**src/rtl/sram_lane_pkg.sv**
```systemverilog
package sram_lane_pkg;

    localparam int ADDR_W = 20;
    localparam int DATA_W = 16;
    localparam int LANE_W = 8;
    localparam int LANES  = DATA_W / LANE_W;

    typedef enum logic [1:0] {
        ST_IDLE    = 2'd0,
        ST_STROBE  = 2'd1,
        ST_RECOVER = 2'd2
    } seq_state_e;

    typedef struct packed {
        logic              write;
        logic [ADDR_W-1:0] addr;
        logic [DATA_W-1:0] wdata;
        logic [LANES-1:0]  mask;
    } mem_req_t;

    typedef struct packed {
        logic             sel_n;
        logic             sel;
        logic             we_n;
        logic             oe_n;
        logic [LANES-1:0] lane_n;
        logic             bus_drive;
    } mem_pins_t;

    // Cycles needed to cover the access time, rounded up, at least one.
    function automatic int strobe_cycles(input int period_ps, input int access_ps);
        int w;
        w = (access_ps + period_ps - 1) / period_ps;
        if (w < 1) w = 1;
        return w;
    endfunction

    // Zero every lane whose mask bit is clear.
    function automatic logic [DATA_W-1:0] lane_filter(input logic [DATA_W-1:0] d,
                                                      input logic [LANES-1:0]  m);
        logic [DATA_W-1:0] r;
        r = '0;
        for (int i = 0; i < LANES; i++) begin
            if (m[i]) r[i*LANE_W +: LANE_W] = d[i*LANE_W +: LANE_W];
        end
        return r;
    endfunction

endpackage

```
**src/rtl/sram_wait_timer.sv**
```systemverilog
module sram_wait_timer #(
    parameter int WAIT_CYCLES = 5,
    localparam int CNT_W = $clog2(WAIT_CYCLES + 1)
) (
    input  logic clk,
    input  logic rst,
    input  logic run,
    output logic last
);
    logic [CNT_W-1:0] cnt_q;

    always_ff @(posedge clk) begin
        if (rst || !run) cnt_q <= '0;
        else             cnt_q <= cnt_q + CNT_W'(1);
    end

    assign last = run && (cnt_q == CNT_W'(WAIT_CYCLES - 1));
endmodule

```
**src/rtl/sram_seq_fsm.sv**
```systemverilog
module sram_seq_fsm
    import sram_lane_pkg::*;
(
    input  logic       clk,
    input  logic       rst,
    input  logic       req_valid,
    input  mem_req_t   req_in,
    input  logic       strobe_last,
    output seq_state_e state,
    output mem_req_t   req_q,
    output logic       req_ready,
    output logic       capture,
    output logic       zero_rsp
);
    seq_state_e state_q, state_d;
    mem_req_t   hold_q;
    logic       take;

    assign req_ready = (state_q == ST_IDLE);
    assign take      = req_valid && req_ready;
    assign zero_rsp  = take && (req_in.mask == '0) && !req_in.write;
    assign capture   = (state_q == ST_STROBE) && strobe_last && !hold_q.write;

    always_comb begin
        state_d = state_q;
        unique case (state_q)
            ST_IDLE: begin
                if (take && (req_in.mask != '0)) state_d = ST_STROBE;
            end
            ST_STROBE: begin
                if (strobe_last) state_d = hold_q.write ? ST_RECOVER : ST_IDLE;
            end
            ST_RECOVER: state_d = ST_IDLE;
            default:    state_d = ST_IDLE;
        endcase
    end

    always_ff @(posedge clk) begin
        if (rst) begin
            state_q <= ST_IDLE;
            hold_q  <= '0;
        end else begin
            state_q <= state_d;
            if (take && (req_in.mask != '0)) hold_q <= req_in;
        end
    end

    assign state = state_q;
    assign req_q = hold_q;
endmodule

```
**src/rtl/sram_pin_drive.sv**
```systemverilog
module sram_pin_drive
    import sram_lane_pkg::*;
(
    input  logic              clk,
    input  logic              rst,
    input  seq_state_e        state,
    input  mem_req_t          req_q,
    input  logic              capture,
    input  logic              zero_rsp,
    input  logic [DATA_W-1:0] dq_in,
    output mem_pins_t         pins,
    output logic              rsp_valid,
    output logic [DATA_W-1:0] rsp_rdata
);
    logic active;
    logic wr_strobe;
    logic rd_strobe;
    logic valid_q;
    logic [DATA_W-1:0] data_q;

    assign active    = (state != ST_IDLE);
    assign wr_strobe = (state == ST_STROBE) && req_q.write;
    assign rd_strobe = (state == ST_STROBE) && !req_q.write;

    assign pins.sel_n     = !active;
    assign pins.sel       = active;
    assign pins.we_n      = !wr_strobe;
    assign pins.oe_n      = !rd_strobe;
    assign pins.bus_drive = active && req_q.write;

    for (genvar g = 0; g < LANES; g++) begin : g_lane
        assign pins.lane_n[g] = !(active && req_q.mask[g]);
    end

    always_ff @(posedge clk) begin
        if (rst) begin
            valid_q <= 1'b0;
            data_q  <= '0;
        end else begin
            valid_q <= capture || zero_rsp;
            if (capture)       data_q <= lane_filter(dq_in, req_q.mask);
            else if (zero_rsp) data_q <= '0;
        end
    end

    assign rsp_valid = valid_q;
    assign rsp_rdata = data_q;
endmodule

```
**src/rtl/sram_lane_ctrl.sv**
```systemverilog
module sram_lane_ctrl
    import sram_lane_pkg::*;
#(
    parameter int CLK_PERIOD_PS = 10000,
    parameter int T_ACCESS_PS   = 45000,
    localparam int WAIT_CYCLES  = strobe_cycles(CLK_PERIOD_PS, T_ACCESS_PS)
) (
    input  logic              clk,
    input  logic              rst,
    input  logic              req_valid,
    output logic              req_ready,
    input  logic              req_write,
    input  logic [ADDR_W-1:0] req_addr,
    input  logic [DATA_W-1:0] req_wdata,
    input  logic [LANES-1:0]  req_mask,
    output logic              rsp_valid,
    output logic [DATA_W-1:0] rsp_rdata,
    output logic [ADDR_W-1:0] mem_addr,
    output logic              mem_sel_n,
    output logic              mem_sel,
    output logic              mem_we_n,
    output logic              mem_oe_n,
    output logic [LANES-1:0]  mem_lane_n,
    input  logic [DATA_W-1:0] mem_dq_in,
    output logic [DATA_W-1:0] mem_dq_out,
    output logic              mem_dq_oe
);
    mem_req_t   req_in;
    mem_req_t   req_q;
    seq_state_e state;
    mem_pins_t  pins;
    logic       strobe_last;
    logic       capture;
    logic       zero_rsp;

    assign req_in = '{write: req_write, addr: req_addr, wdata: req_wdata, mask: req_mask};

    sram_wait_timer #(.WAIT_CYCLES(WAIT_CYCLES)) u_timer (
        .clk  (clk),
        .rst  (rst),
        .run  (state == ST_STROBE),
        .last (strobe_last)
    );

    sram_seq_fsm u_fsm (
        .clk         (clk),
        .rst         (rst),
        .req_valid   (req_valid),
        .req_in      (req_in),
        .strobe_last (strobe_last),
        .state       (state),
        .req_q       (req_q),
        .req_ready   (req_ready),
        .capture     (capture),
        .zero_rsp    (zero_rsp)
    );

    sram_pin_drive u_pins (
        .clk       (clk),
        .rst       (rst),
        .state     (state),
        .req_q     (req_q),
        .capture   (capture),
        .zero_rsp  (zero_rsp),
        .dq_in     (mem_dq_in),
        .pins      (pins),
        .rsp_valid (rsp_valid),
        .rsp_rdata (rsp_rdata)
    );

    assign mem_addr   = req_q.addr;
    assign mem_sel_n  = pins.sel_n;
    assign mem_sel    = pins.sel;
    assign mem_we_n   = pins.we_n;
    assign mem_oe_n   = pins.oe_n;
    assign mem_lane_n = pins.lane_n;
    assign mem_dq_out = req_q.wdata;
    assign mem_dq_oe  = pins.bus_drive;
endmodule

```
**config.mk**
```make
export PLATFORM = sky130hd
export DESIGN_NAME = sram_lane_ctrl
export DESIGN_NICKNAME = d
export VERILOG_FILES = /design/src/rtl/sram_lane_pkg.sv /design/src/rtl/sram_wait_timer.sv /design/src/rtl/sram_seq_fsm.sv /design/src/rtl/sram_pin_drive.sv /design/src/rtl/sram_lane_ctrl.sv
export SDC_FILE = /design/constraint.sdc
export NUM_CORES = 1
export LEC_CHECK = 0
export BUFFER_PORTS_ARGS = -buffer_cell sky130_fd_sc_hd__buf_4
export CAP_MARGIN = 20
export CORE_MARGIN = 5
export CORE_UTILIZATION = 48
export CTS_CLUSTER_DIAMETER = 100
export DETAILED_ROUTE_END_ITERATION = 16
export HOLD_SLACK_MARGIN = 0.12
export MAX_ROUTING_LAYER = met4
export PLACE_DENSITY = 0.86
export SLEW_MARGIN = 20
export SYNTH_ARGS = -nofsm -noshare
export SYNTH_HDL_FRONTEND = slang
export SYNTH_SLANG_ARGS = --single-unit
export TNS_END_PERCENT = 100
```
**constraint.sdc**
```tcl
create_clock -name clk -period 1.9 [get_ports clk]
set_input_delay 0.38 -clock clk [delete_from_list [all_inputs] [get_ports clk]]
set_output_delay 0.38 -clock clk [all_outputs]
set_load 0.005 [all_outputs]
```
==> out/qor.yml <==
synthesis:
  synth_top_family_by_area: "compound AO/OA/AOI/OAI gates"
  synth_compound_gate_area_share_pct: 22.6
  syn-mean-instance-area_um2: 8.66
  synthAdderAreaFrac_pct: 0.892
  muxShareOfSynthArea_pct: 0
  xor_and_xnor_area_share_after_synthesis_pct: 0.312
  synth_area_um2: 2810
  synthDistinctLibCells: 26
  synth_nets: 384
  synthSimpleGateAreaFrac_pct: 16.6
  syn_inst: 324
  ys_seq_area_share_pct: 43.5
  synth_seq_cells: 61
  ys_warnings: 0
cts:
  htree_levels: 3
  cts_root_buf: "sky130_fd_sc_hd__clkbuf_8"
  tritoncts_clock_tree: "yes"
  cts-buffers-inserted: 9
  postCtsSetupRepairBufs: 0
  worstSkewPairLatency_ns: 0.32
  clockBufferDepth: 2
  hold_buffers: 0
  cts.clk_slew.worst_paths_ns: 0.06
  tritoncts_num_sinks: 61
  post_cts_resized: 0
setup_path:
  timing.rr.start: "u_fsm.state[0]"
  timing.critical_path.to_type: "output pin"
  ff2ff_path_depth: 4
  critPathKind: "reg2out"
  critical_path_data_required_time_ns: 1.52
  worst_r2r_endpoint: "u_pins.rsp_rdata[13]"
  cp.arrival_ns: 1.32
  timing.reg2reg.setup_slack_ns: 0.24
  startpoint_type: "flip-flop"
  critical_path_peak_fanout: 5
min_path:
  worst_hold_path.num_cells: 3
  beginning_of_the_worst_hold_path: "req_wdata[10]"
  holdCritPathClass: "in2reg"
  timing.hold.worst_endpoint: "u_fsm.req_q[12]"
sta:
  max_slew.worst_pin.slew_ns: 0.507
  max_freq_mhz: 588
  finalCritPeriodShare_pct: 89.5
  final_slew_viol_count: 0
  min_period_ns: 1.70
  rsz0062_at_grt: "false"
  final.setup_skew_ns: 0.00676
  hold_viol_final: 0
  tns_ns: 0
  report.final.setup_viol: 0
  timing.slew.headroom_pct: 66.2
place:
  dpl.hpwl_um: 5130
  placed_cells: 459
  gp_congestion: 0.738
  io_buffer_count: 118
outcome:
  status: "completed"
route:
  routed_via_density: 5.30
  total_wirelength_um: 7180
  antenna_violation_net_count_after_detailed_routing: 0
  wl_per_cell_um: 15.2
  drt-initial-drc-count: 132
  first_pass_detailed_route_iteration_total: 4
  vias: 2507
  route.detailed.drc: 0
cells_and_area:
  multi_input_combinational_cell_area_um2: 1140
  fill_cells: 488
  final_cells: 473
  post_route_cells_drive_above_1_share_pct: 39.4
  seq_area_um2: 1220
  num-nets-final: 458
  layout.core_utilization_pct: 64.9
  diodes: 0
  syn2layout_area_growth_pct: 29.6
floorplan:
  dieArea_um2: 7480
  fp.coreArea_um2: 5610
  top_level_ports: 119
  placement_rows: 27
  die_h_um: 86.5
  floorplan.initialDensity_pct: 50.0
  die_x_um: 86.5
global_route:
  number_of_antenna_violations_at_the_first_check_in_global_routing: 0
  groute.layer.met3.usage_pct: 2.66
  first_pass_grt_wire_length_um: 11400
  global_route.peak_usage_layer: "met2"
  gr_layer_usage_met1_pct: 23.5
  grt_start_max_net_pins: 51
  grt_remaining_overflow: 0
  number_of_global_route_vias_before_repair: 2371
  gr-usage-all-layers_pct: 19.7
  globalRouteMet2Util_pct: 32.1
run:
  maxCapViolations: 0
power:
  cellLeakagePower_nw: 1.51
  maximum_vdd_drop_v: 0.000465
  power_per_cell_area_nw_per_um2: 753
[critical path, cell delays in order, from the launching register on]
cell	delay (ns)
sky130_fd_sc_hd__dfxtp_1	0.34
sky130_fd_sc_hd__or2_2	0.36
sky130_fd_sc_hd__and2_1	0.17
sky130_fd_sc_hd__buf_4	0.13
[cells in the mapped netlist]
cell type	number	area (um2)
sky130_fd_sc_hd__dfxtp_1	61	1220
sky130_fd_sc_hd__a21oi_1	39	195
sky130_fd_sc_hd__o21ai_0	39	195
sky130_fd_sc_hd__nand3_1	38	190
sky130_fd_sc_hd__buf_4	37	278
sky130_fd_sc_hd__clkbuf_1	22	82.6
sky130_fd_sc_hd__nand2_1	21	78.8
sky130_fd_sc_hd__nand2b_1	16	100
sky130_fd_sc_hd__o32ai_2	9	146
sky130_fd_sc_hd__inv_1	7	26.3
sky130_fd_sc_hd__o32ai_1	7	61.3
sky130_fd_sc_hd__nor2_1	6	22.5
sky130_fd_sc_hd__buf_1	3	11.3
sky130_fd_sc_hd__buf_6	3	33.8
sky130_fd_sc_hd__ha_1	2	25.0
sky130_fd_sc_hd__nor2b_1	2	12.5
sky130_fd_sc_hd__or2_2	2	12.5
sky130_fd_sc_hd__or3b_4	2	22.5
sky130_fd_sc_hd__a22oi_1	1	7.51
sky130_fd_sc_hd__and2_1	1	6.26
sky130_fd_sc_hd__buf_12	1	20.0
sky130_fd_sc_hd__nand3b_1	1	7.51
sky130_fd_sc_hd__nor3b_1	1	7.51
sky130_fd_sc_hd__o32ai_4	1	27.5
sky130_fd_sc_hd__or2_1	1	6.26
sky130_fd_sc_hd__xnor2_1	1	8.76
[layout make-up]
type / instances / share of cell area [%]
Timing Repair Buffer: 129 / 27.3
Multi-Input combinational cell: 190 / 31.4
Sequential cell: 61 / 33.6
Clock buffer: 12 / 4.27
Clock inverter: 2 / 0.275
Tap cell: 72 / 2.48
Inverter: 7 / 0.722
[per-layer routing]
metal	up-vias	wire length (um)
li1	1224	-
met1	1196	2940
met2	73	3760
met3	14	321
met4	0	161
met5	-	0
[logic make-up after synthesis]
group           after synthesis
xor+xnor                      1
flops                        61
compound gates               96
simple gates                 91
fa+ha+maj                     2
buf+inv                      73
[how the worst max path moves through the flow]
stage,start,slack [ns],cells past startpoint,end
floorplan,req_valid,0.24,5,u_pins.rsp_rdata[1]
finish,u_fsm.state[0],0.20,3,mem_dq_oe
CTS,u_fsm.state[0],0.17,3,mem_dq_oe
detailed placement,u_fsm.state[0],0.28,4,u_pins.rsp_rdata[13]
global route,u_fsm.state[1],0.14,3,mem_dq_oe
global placement,req_valid,0.35,5,u_pins.rsp_rdata[13]
[report_power, final]
| group | internal (mW) | switching [mW] | total, mW |
|---|---|---|---|
| Sequential | 1.33 | 0.0346 | 1.37 |
| Clock | 0.526 | 0.442 | 0.968 |
| Combinational | 0.214 | 0.189 | 0.403 |
[per-stage QoR]
step                      setup slack (ns)  power, mW  hold WS, ns  cell area, um2
after detailed placement             0.279       1.80        0.441            3470
after CTS                            0.175       2.78        0.294            3640
after global routing                 0.141       2.89        0.303            3640
final                                0.200       2.74        0.315            3640
after floorplan                      0.242       1.63        0.417            2810
after global placement               0.351       1.79        0.430            3470
[state kept, by name (all words and copies together) (netlist names)]
register          cells
u_pins.rsp_rdata     16
u_timer.cnt_q         3
u_fsm.req_q          39
u_fsm.state           2
u_pins.rsp_valid      1
[cell usage in the layout, fill, tap and decap left out, drive strengths merged]
cell,Yosys,final
o21ai,39,39
nand3,38,38
ha,2,2
nand3b,1,1
nand2,21,21
o32ai,17,17
nor3b,1,1
nor2b,2,2
a21oi,39,39
dfxtp,61,61
clkinv,0,2
inv,7,7
or3b,2,2
or2,3,3
clkbuf,22,12
nor2,6,6
nand2b,16,16
xnor2,1,1
and2,1,1
a22oi,1,1
buf,44,129
Power figures use the tool's default switching activity.
